$ cat src/rtl/gpio_pkg.sv
package gpio_pkg;
    parameter int GPIO_PINS = 32;
    parameter int BUS_W     = 16;
    localparam int HI_W     = GPIO_PINS - BUS_W;

    // word index = byte address bits [5:2]; bit 1 picks the upper half
    typedef enum logic [3:0] {
        RID_DIR  = 4'd0,
        RID_PIN  = 4'd1,
        RID_STAT = 4'd2,
        RID_EN   = 4'd3,
        RID_TRIG = 4'd4,
        RID_POL  = 4'd5,
        RID_HOLD = 4'd6,
        RID_AUX  = 4'd7,
        RID_PUSE = 4'd8,
        RID_PDIR = 4'd9
    } reg_id_e;

    typedef struct packed {
        logic [GPIO_PINS-1:0] dir;
        logic [GPIO_PINS-1:0] drv;
        logic [GPIO_PINS-1:0] en;
        logic [GPIO_PINS-1:0] trig;
        logic [GPIO_PINS-1:0] pol;
        logic [GPIO_PINS-1:0] hold;
        logic [GPIO_PINS-1:0] aux;
        logic [GPIO_PINS-1:0] puse;
        logic [GPIO_PINS-1:0] pdir;
    } pin_cfg_t;

    function automatic logic [GPIO_PINS-1:0] put_half(
        input logic [GPIO_PINS-1:0] old,
        input logic [BUS_W-1:0]     wd,
        input logic                 hi
    );
        logic [GPIO_PINS-1:0] r;
        r = old;
        if (hi) r[GPIO_PINS-1:BUS_W] = wd[HI_W-1:0];
        else    r[BUS_W-1:0]         = wd;
        return r;
    endfunction

    function automatic logic [BUS_W-1:0] get_half(
        input logic [GPIO_PINS-1:0] v,
        input logic                 hi
    );
        logic [BUS_W-1:0] r;
        r = '0;
        if (hi) r[HI_W-1:0] = v[GPIO_PINS-1:BUS_W];
        else    r           = v[BUS_W-1:0];
        return r;
    endfunction
endpackage

$ cat src/rtl/gpio_sync.sv
module gpio_sync #(
    parameter int W      = 32,
    parameter int STAGES = 2
) (
    input  logic         clk,
    input  logic         rst,
    input  logic [W-1:0] d_i,
    output logic [W-1:0] sync_o,
    output logic [W-1:0] prev_o
);
    localparam int LAST = STAGES;

    logic [W-1:0] chain [LAST+1];

    always_ff @(posedge clk) begin
        if (rst) begin
            for (int k = 0; k <= LAST; k++) chain[k] <= '0;
        end else begin
            chain[0] <= d_i;
            for (int k = 1; k <= LAST; k++) chain[k] <= chain[k-1];
        end
    end

    assign sync_o = chain[LAST-1];
    assign prev_o = chain[LAST];
endmodule

$ cat src/rtl/gpio_evt.sv
module gpio_evt #(
    parameter int N = 32
) (
    input  logic         clk,
    input  logic         rst,
    input  logic [N-1:0] cur_i,
    input  logic [N-1:0] prev_i,
    input  logic [N-1:0] trig_i,
    input  logic [N-1:0] pol_i,
    input  logic [N-1:0] hold_i,
    input  logic [N-1:0] en_i,
    input  logic [N-1:0] clr_i,
    output logic [N-1:0] stat_o,
    output logic         irq_o
);
    for (genvar i = 0; i < N; i++) begin : g_pin
        logic cond;
        logic st;

        always_comb begin
            if (trig_i[i])
                cond = pol_i[i] ? (cur_i[i] & ~prev_i[i]) : (~cur_i[i] & prev_i[i]);
            else
                cond = (cur_i[i] == pol_i[i]);
        end

        always_ff @(posedge clk) begin
            if (rst)            st <= 1'b0;
            else if (hold_i[i]) st <= cond | (st & ~clr_i[i]);
            else                st <= cond;
        end

        assign stat_o[i] = st;

        // a held bit only falls through a clear
        a_r6_hold_sticky: assert property (@(posedge clk) disable iff (rst)
            (hold_i[i] && st && !clr_i[i]) |=> st);

        // a clear with no fresh condition empties the bit
        a_r6_clear_works: assert property (@(posedge clk) disable iff (rst)
            (hold_i[i] && clr_i[i] && !cond) |=> !st);

        // a pass-through edge event lasts one cycle only
        a_r7_edge_single: assert property (@(posedge clk) disable iff (rst)
            (!hold_i[i] && $past(!hold_i[i]) && trig_i[i] && st
             && $stable(trig_i[i]) && $stable(pol_i[i])) |=> !st);
    end

    always_ff @(posedge clk) begin
        if (rst) irq_o <= 1'b0;
        else     irq_o <= |(stat_o & en_i);
    end

    // with every enable off the request is low next cycle
    a_r8_mask_all: assert property (@(posedge clk) disable iff (rst)
        (en_i == '0) |=> !irq_o);
endmodule

$ cat src/rtl/gpio_regs.sv
module gpio_regs
    import gpio_pkg::*;
#(
    parameter int ADDR_W = 6
) (
    input  logic                 clk,
    input  logic                 rst,
    input  logic [ADDR_W-1:0]    addr_i,
    input  logic                 we_i,
    input  logic [BUS_W-1:0]     wdata_i,
    input  logic [GPIO_PINS-1:0] stat_i,
    input  logic [GPIO_PINS-1:0] sync_i,
    output pin_cfg_t             cfg_o,
    output logic [GPIO_PINS-1:0] clr_o,
    output logic [BUS_W-1:0]     rdata_o
);
    reg_id_e id;
    logic    hi;

    assign id = reg_id_e'(addr_i[ADDR_W-1:2]);
    assign hi = addr_i[1];

    always_ff @(posedge clk) begin
        if (rst) begin
            cfg_o <= '0;
        end else if (we_i) begin
            case (id)
                RID_DIR:  cfg_o.dir  <= put_half(cfg_o.dir,  wdata_i, hi);
                RID_PIN:  cfg_o.drv  <= put_half(cfg_o.drv,  wdata_i, hi);
                RID_EN:   cfg_o.en   <= put_half(cfg_o.en,   wdata_i, hi);
                RID_TRIG: cfg_o.trig <= put_half(cfg_o.trig, wdata_i, hi);
                RID_POL:  cfg_o.pol  <= put_half(cfg_o.pol,  wdata_i, hi);
                RID_HOLD: cfg_o.hold <= put_half(cfg_o.hold, wdata_i, hi);
                RID_AUX:  cfg_o.aux  <= put_half(cfg_o.aux,  wdata_i, hi);
                RID_PUSE: cfg_o.puse <= put_half(cfg_o.puse, wdata_i, hi);
                RID_PDIR: cfg_o.pdir <= put_half(cfg_o.pdir, wdata_i, hi);
                default:  ;
            endcase
        end
    end

    // write-one-to-clear strobe toward the status bits
    always_comb begin
        clr_o = '0;
        if (we_i && id == RID_STAT) clr_o = put_half('0, wdata_i, hi);
    end

    always_comb begin
        case (id)
            RID_DIR:  rdata_o = get_half(cfg_o.dir, hi);
            RID_PIN:  rdata_o = get_half((cfg_o.drv & cfg_o.dir) | (sync_i & ~cfg_o.dir), hi);
            RID_STAT: rdata_o = get_half(stat_i, hi);
            RID_EN:   rdata_o = get_half(cfg_o.en, hi);
            RID_TRIG: rdata_o = get_half(cfg_o.trig, hi);
            RID_POL:  rdata_o = get_half(cfg_o.pol, hi);
            RID_HOLD: rdata_o = get_half(cfg_o.hold, hi);
            RID_AUX:  rdata_o = get_half(cfg_o.aux, hi);
            RID_PUSE: rdata_o = get_half(cfg_o.puse, hi);
            RID_PDIR: rdata_o = get_half(cfg_o.pdir, hi);
            default:  rdata_o = '0;
        endcase
    end

    // a lower-half write keeps the upper half of the enable word
    a_r3_half_isolate: assert property (@(posedge clk) disable iff (rst)
        (we_i && id == RID_EN && !hi) |=> $stable(cfg_o.en[GPIO_PINS-1:BUS_W]));
endmodule

$ cat src/rtl/gpio_ctl.sv
module gpio_ctl
    import gpio_pkg::*;
#(
    parameter int ADDR_W    = 6,
    parameter int SYNC_DEPTH = 2
) (
    input  logic                 clk,
    input  logic                 rst,
    input  logic [ADDR_W-1:0]    bus_addr,
    input  logic                 bus_we,
    input  logic [BUS_W-1:0]     bus_wdata,
    output logic [BUS_W-1:0]     bus_rdata,
    input  logic [GPIO_PINS-1:0] pin_in,
    output logic [GPIO_PINS-1:0] pin_out,
    output logic [GPIO_PINS-1:0] pin_oe,
    output logic [GPIO_PINS-1:0] pull_en,
    output logic [GPIO_PINS-1:0] pull_up,
    output logic [GPIO_PINS-1:0] aux_out,
    output logic                 irq
);
    pin_cfg_t             cfg;
    logic [GPIO_PINS-1:0] sync_v;
    logic [GPIO_PINS-1:0] prev_v;
    logic [GPIO_PINS-1:0] stat_v;
    logic [GPIO_PINS-1:0] clr_v;

    gpio_sync #(.W(GPIO_PINS), .STAGES(SYNC_DEPTH)) u_sync (
        .clk    (clk),
        .rst    (rst),
        .d_i    (pin_in),
        .sync_o (sync_v),
        .prev_o (prev_v)
    );

    gpio_regs #(.ADDR_W(ADDR_W)) u_regs (
        .clk     (clk),
        .rst     (rst),
        .addr_i  (bus_addr),
        .we_i    (bus_we),
        .wdata_i (bus_wdata),
        .stat_i  (stat_v),
        .sync_i  (sync_v),
        .cfg_o   (cfg),
        .clr_o   (clr_v),
        .rdata_o (bus_rdata)
    );

    gpio_evt #(.N(GPIO_PINS)) u_evt (
        .clk    (clk),
        .rst    (rst),
        .cur_i  (sync_v),
        .prev_i (prev_v),
        .trig_i (cfg.trig),
        .pol_i  (cfg.pol),
        .hold_i (cfg.hold),
        .en_i   (cfg.en),
        .clr_i  (clr_v),
        .stat_o (stat_v),
        .irq_o  (irq)
    );

    assign pin_out = cfg.drv;
    assign pin_oe  = cfg.dir & ~cfg.puse;
    assign pull_en = cfg.puse;
    assign pull_up = cfg.pdir;
    assign aux_out = cfg.aux;

    // the cycle after reset nothing is driven and no request is up
    a_r12_reset_quiet: assert property (@(posedge clk) disable iff (rst)
        $past(rst) |-> (pin_oe == '0 && !irq && pull_en == '0));
endmodule

$ cat config.mk
export PLATFORM = sky130hd
export DESIGN_NAME = gpio_ctl
export DESIGN_NICKNAME = d
export VERILOG_FILES = /design/src/rtl/gpio_pkg.sv /design/src/rtl/gpio_sync.sv /design/src/rtl/gpio_evt.sv /design/src/rtl/gpio_regs.sv /design/src/rtl/gpio_ctl.sv
export SDC_FILE = /design/constraint.sdc
export NUM_CORES = 1
export LEC_CHECK = 0
export ABC_AREA = 1
export ABC_CLOCK_PERIOD_IN_PS = 3300
export BUFFER_PORTS_ARGS = -buffer_cell sky130_fd_sc_hd__buf_4
export CORE_MARGIN = 3
export CORE_UTILIZATION = 41
export CTS_CLUSTER_SIZE = 10
export DETAILED_ROUTE_END_ITERATION = 8
export PLACE_DENSITY = 0.62
export SLEW_MARGIN = 5
export SYNTH_ARGS = -nofsm -noshare
export SYNTH_HDL_FRONTEND = slang
export SYNTH_SLANG_ARGS = --single-unit
$ cat constraint.sdc
create_clock -name clk -period 3.3 [get_ports clk]
set_clock_uncertainty 0.05 [all_clocks]
set_input_delay 0.66 -clock clk [delete_from_list [all_inputs] [get_ports clk]]
set_output_delay 0.66 -clock clk [all_outputs]
set_load 0.01 [all_outputs]
Word-level counts from Yosys, hierarchy flattened
Memory sizes are Yosys's and may differ from the RTL's. Cells that the tools add are included.

Word-level logic and storage cells: 465. Flip-flop bits (word level): 321. Memories: 1. Input bits: 57. Memory bits (writable): 96.

Multiplexer cells: 116. Bitwise gates (word level): 235. Reduce and logical (&&, ||, !) cells: 21. Equal/unequal tests: 41.

Memory list: u_sync.chain (words 3, width 32, rd ports 3, clocked after Yosys merged registers in 0, write ports 3, RTL line gpio_sync.sv:13) `logic [W-1:0] chain [LAST+1];`.

Operators with widths (number): two-way mux 16 bit (12); case mux 16 bit (10 select lines) (1); AND 32 bit (4); two-way mux 32 bit (4); two-way mux 1 bit (99); inverter 1 bit (97); AND 1 bit (96); inverter 32 bit (2); AND reduction 3 bit (18); bitwise OR 1 bit (35); equality test 1 bit (32); bitwise OR 32 bit (1); OR reduction 32 bit (1); equality test 4 x 3 -> 1 bit, second input constant (4); equality test 4 x 2 -> 1 bit, second input constant (2); equality test 4 bit, second input constant (2); equality test 4 x 1 -> 1 bit, second input constant (1); logical NOT 4 bit (1); logical AND 1 bit (1).

Depth between registers and ports, before layout
Depth in word-level cells: 7. Gate-level depth with buffers: 9. Mapped depth without buffers: 7.

By module
Synthesis repeated with hierarchy kept, for this count alone.

Cells, all modules: 3155. Area total of the unflattened synthesis: 20400.8 µm².

Modules (own cells, without submodules): gpio_regs (times used 1, seq. area each 5765.5 µm², area an instance 14347.5 µm², cells an instance 2308); gpio_sync (times used 1, seq. area each 1921.8 µm², area an instance 3294.4 µm², cells an instance 363); gpio_evt (times used 1, seq. area each 660.6 µm², area an instance 2438.6 µm², cells an instance 420); gpio_ctl (times used 1, seq. area each 0.0 µm², area an instance 320.3 µm², cells an instance 64).

Worst setup path after synthesis
Ideal clock, no wire load.

Path kind: input port to output port. From: input port bus_addr[1]. To: output port bus_rdata[7]. Required time: 2.590 ns. Setup slack: 1.024 ns. Data arrival time: 1.566 ns. Cell stages on the path: 9. Path through: buf_4 -> buf_2 -> buf_2 -> nand2_1 -> o21ai_0 -> nand2_1 -> nand2_1 -> nor2_1 -> nand3_1.

Cells in the longest elaborated chain, start to end: 2.

Ends and longest elaborated chain: start, declared (RTL line gpio_ctl.sv:9) `input logic [ADDR_W-1:0] bus_addr,`; two-way mux 16 bit (RTL line gpio_pkg.sv:50) `if (hi) r[HI_W-1:0] = v[GPIO_PINS-1:BUS_W];`; case mux 16 bit (10 select lines) (*) (RTL line gpio_regs.sv:49) `case (id)`; end, declared (RTL line gpio_ctl.sv:12) `output logic [BUS_W-1:0] bus_rdata,`.

Every way passes the cells marked *; elsewhere a longest branch is shown, timed or not.

Final worst setup path
From: input port bus_addr[1]. To: output port bus_rdata[5].

The elaborated chain is that of the path after synthesis.

==> results.yml <==
worst_setup_path:
  cp_cell_sequence: "buf_6, buf_12, o21ai_0, nand2_1, nand2_1, nor2_1, nand3_1, buf_4"
  worst_setup_path_start_kind: "primary input"
  arrival_ps: 2320
  cp_num_buf_inv: 3
  path_delay_family: "buffers and inverters"
  slowest_delay_ps: 320
  crit_path_top_delay_cell: "buf_12"
  cp-end-kind: "output pin"
  worst_r2r_path_depth: 6
  crit_fanout: 83
  worstPathRequired_ps: 2590
  crit_type: "primary input to output pin"
  cp.depth: 8
  crit_top_cell: "nand2_1"
drt:
  met3_length_microns: 5580
  top_layer: "met5"
  vias: 19000
  drtIter0Drc: 2436
  drtPass1Iterations: 6
  via_per_inst: 5.39
  drc_errors: 0
  post_drt_wl_per_cell_microns: 20.3
  wl_met1_microns: 29900
  drtAntennaViolNets: 0
  wirelength_microns: 71400
  dr_wl_met2_microns: 32400
synthesis:
  synthesis.nets: 2947
  synth-edff-count: 0
  synth_area_leaders: "dfxtp_1 43%, nand2_1 13%, a21oi_1 9.4%"
  yosysTopAreaCell: "dfxtp_1"
  synth_top_area_share: 0.427
  synth_ff_type: "dfxtp_1"
  synth-seq-cells: 417
  yosysMostFrequentCell: "nand2_1"
  syn_area_sq_um: 19600
  ys_warn_count: 0
  async_flop_share: 0
  avgSynthCellArea_sq_um: 6.77
  ys_types: 21
  ys_top_cells_by_count: "674 x nand2_1, 417 x dfxtp_1, 367 x a21oi_1"
  yosysSeqAreaShare: 0.427
  synthesis.instances: 2890
power_and_ir_drop:
  powerDensity_nw_per_um2: 498
  p_leak_nw: 9.16
  vdd_drop_max_mv: 0.320
  power_mw: 11.0
cells_and_area:
  final_util: 0.473
  fin_nets: 2953
  fin_cells: 3518
  antenna_cells: 0
  final_area_sq_um: 22100
  drive_gt1_frac: 0.123
  syn_to_final_growth_pct: 13.2
sta:
  slew_viol_final: 0
  fin_crit_ps: 3030
  tightest_slew_ps: 943
  hold_viol: 0
  min_period_over_period: 0.919
  whs_ps: 216
  setup-violations-final: 0
  rsz0062_at_grt: "false"
  fin_ws_ps: 268
  max-slew-margin-rel: 0.372
  fmax_mhz: 330
  tns_ps: 0
floorplanning:
  io_pins: 234
  rows: 79
  initial_core_util: 0.418
  dieArea_sq_um: 50400
  die-width_microns: 224
  die_h_microns: 224
  design.core.area_sq_um: 46900
clock_tree:
  cts_setup_buffers: 0
  h-tree-depth: 2
  cts.clk_slew.worst_paths_ps: 50
  cts_sinks: 417
  cts_root_buf: "clkbuf_16"
  clock_latency_ps: 600
  clk_path_buf_depth: 3
  cts_hold_buffers: 0
  cts_resized: 0
  cts_tree: "yes"
  cts-buffers-inserted: 49
placed_design:
  dp_slack_ps: 390
  gp_congestion: 0.940
  dpl.hpwl_microns: 49500
  dp_cells: 3452
  placed_area_sq_um: 20700
  port_buffers: 232
hold_path:
  hold_depth: 3
  min_path_type: "primary input to flop"
global_routing:
  gr-usage-all-layers: 0.273
  grt_pass1_vias: 17400
  antenna_found_initial: 1
  grt_pass1_wl_microns: 105000
  globalRouteOverflowTotal: 0
  grt_max_degree: 200
run:
  maxCapViolations: 0
outcome:
  status: "finished, final reports clean"
==> worst min-delay path: stages <==
cell    delay, ps
buf_4          70
inv_1          30
nor2_1         60
==> cell type report <==
cell class | count | area [sq um]
inverter | 335 | 1260
timing repair buffer | 277 | 2260
sequential | 417 | 8350
clock inverter | 6 | 103
clock buffer | 60 | 1290
fill | 4696 | 24700
tap | 607 | 759
multi-input combinational | 1816 | 8120
==> cells by family (layout without fill, tap and decap cells) <==
group / after synthesis / after routing / share of synthesized area
AND/OR/NAND/NOR: 1120 / 1120 / 0.234
AO/OA/AOI/OAI: 696 / 696 / 0.181
buffers and inverters: 657 / 678 / 0.158
flip-flops: 417 / 417 / 0.427
==> layout by cell type (no fill, tap or decap), drive strengths merged <==
| master | n |
|---|---|
| nand2 | 681 |
| dfxtp | 417 |
| a21oi | 367 |
| inv | 335 |
| o21ai | 306 |
| buf | 277 |
| nand3 | 234 |
| nor2 | 205 |
| clkbuf | 60 |
| o211ai | 23 |
| clkinv | 5 |
| bufinv | 1 |
==> layer usage <==
layer	GRT usage	vias up
li1	-	9075
met4	0.125	2
met2	0.438	831
met1	0.365	8902
met3	0.0384	147
met5	0	-
==> power breakdown <==
part / total (mW) / switching (mW) / internal (mW)
combinational: 0.866 / 0.612 / 0.254
clock: 4.93 / 2.13 / 2.80
sequential: 5.24 / 0.0862 / 5.16
total: 11.0 / 2.82 / 8.21
==> flip-flops by register name, summed over array words and instances, names as in the netlist <==
name / count
u_sync.chain: 96
u_regs.cfg_o: 288
u_evt.irq_o: 1
u_evt.g_pin.st: 32
==> final timing paths <==
path	from	to	slack, ps
worst min-delay path	pin_in[5]	u_sync.chain[0][5]$_SDFF_PP0_	220
worst max-delay path	bus_addr[1]	bus_rdata[5]	270
worst min register to register	u_sync.chain[0][0]$_SDFF_PP0_	u_sync.chain[0][32]$_SDFF_PP0_	350
worst max register to register	u_evt.g_pin[12].st$_SDFF_PP0_	u_evt.irq_o$_SDFF_PP0_	2030
(Power assumes the default switching activity.)
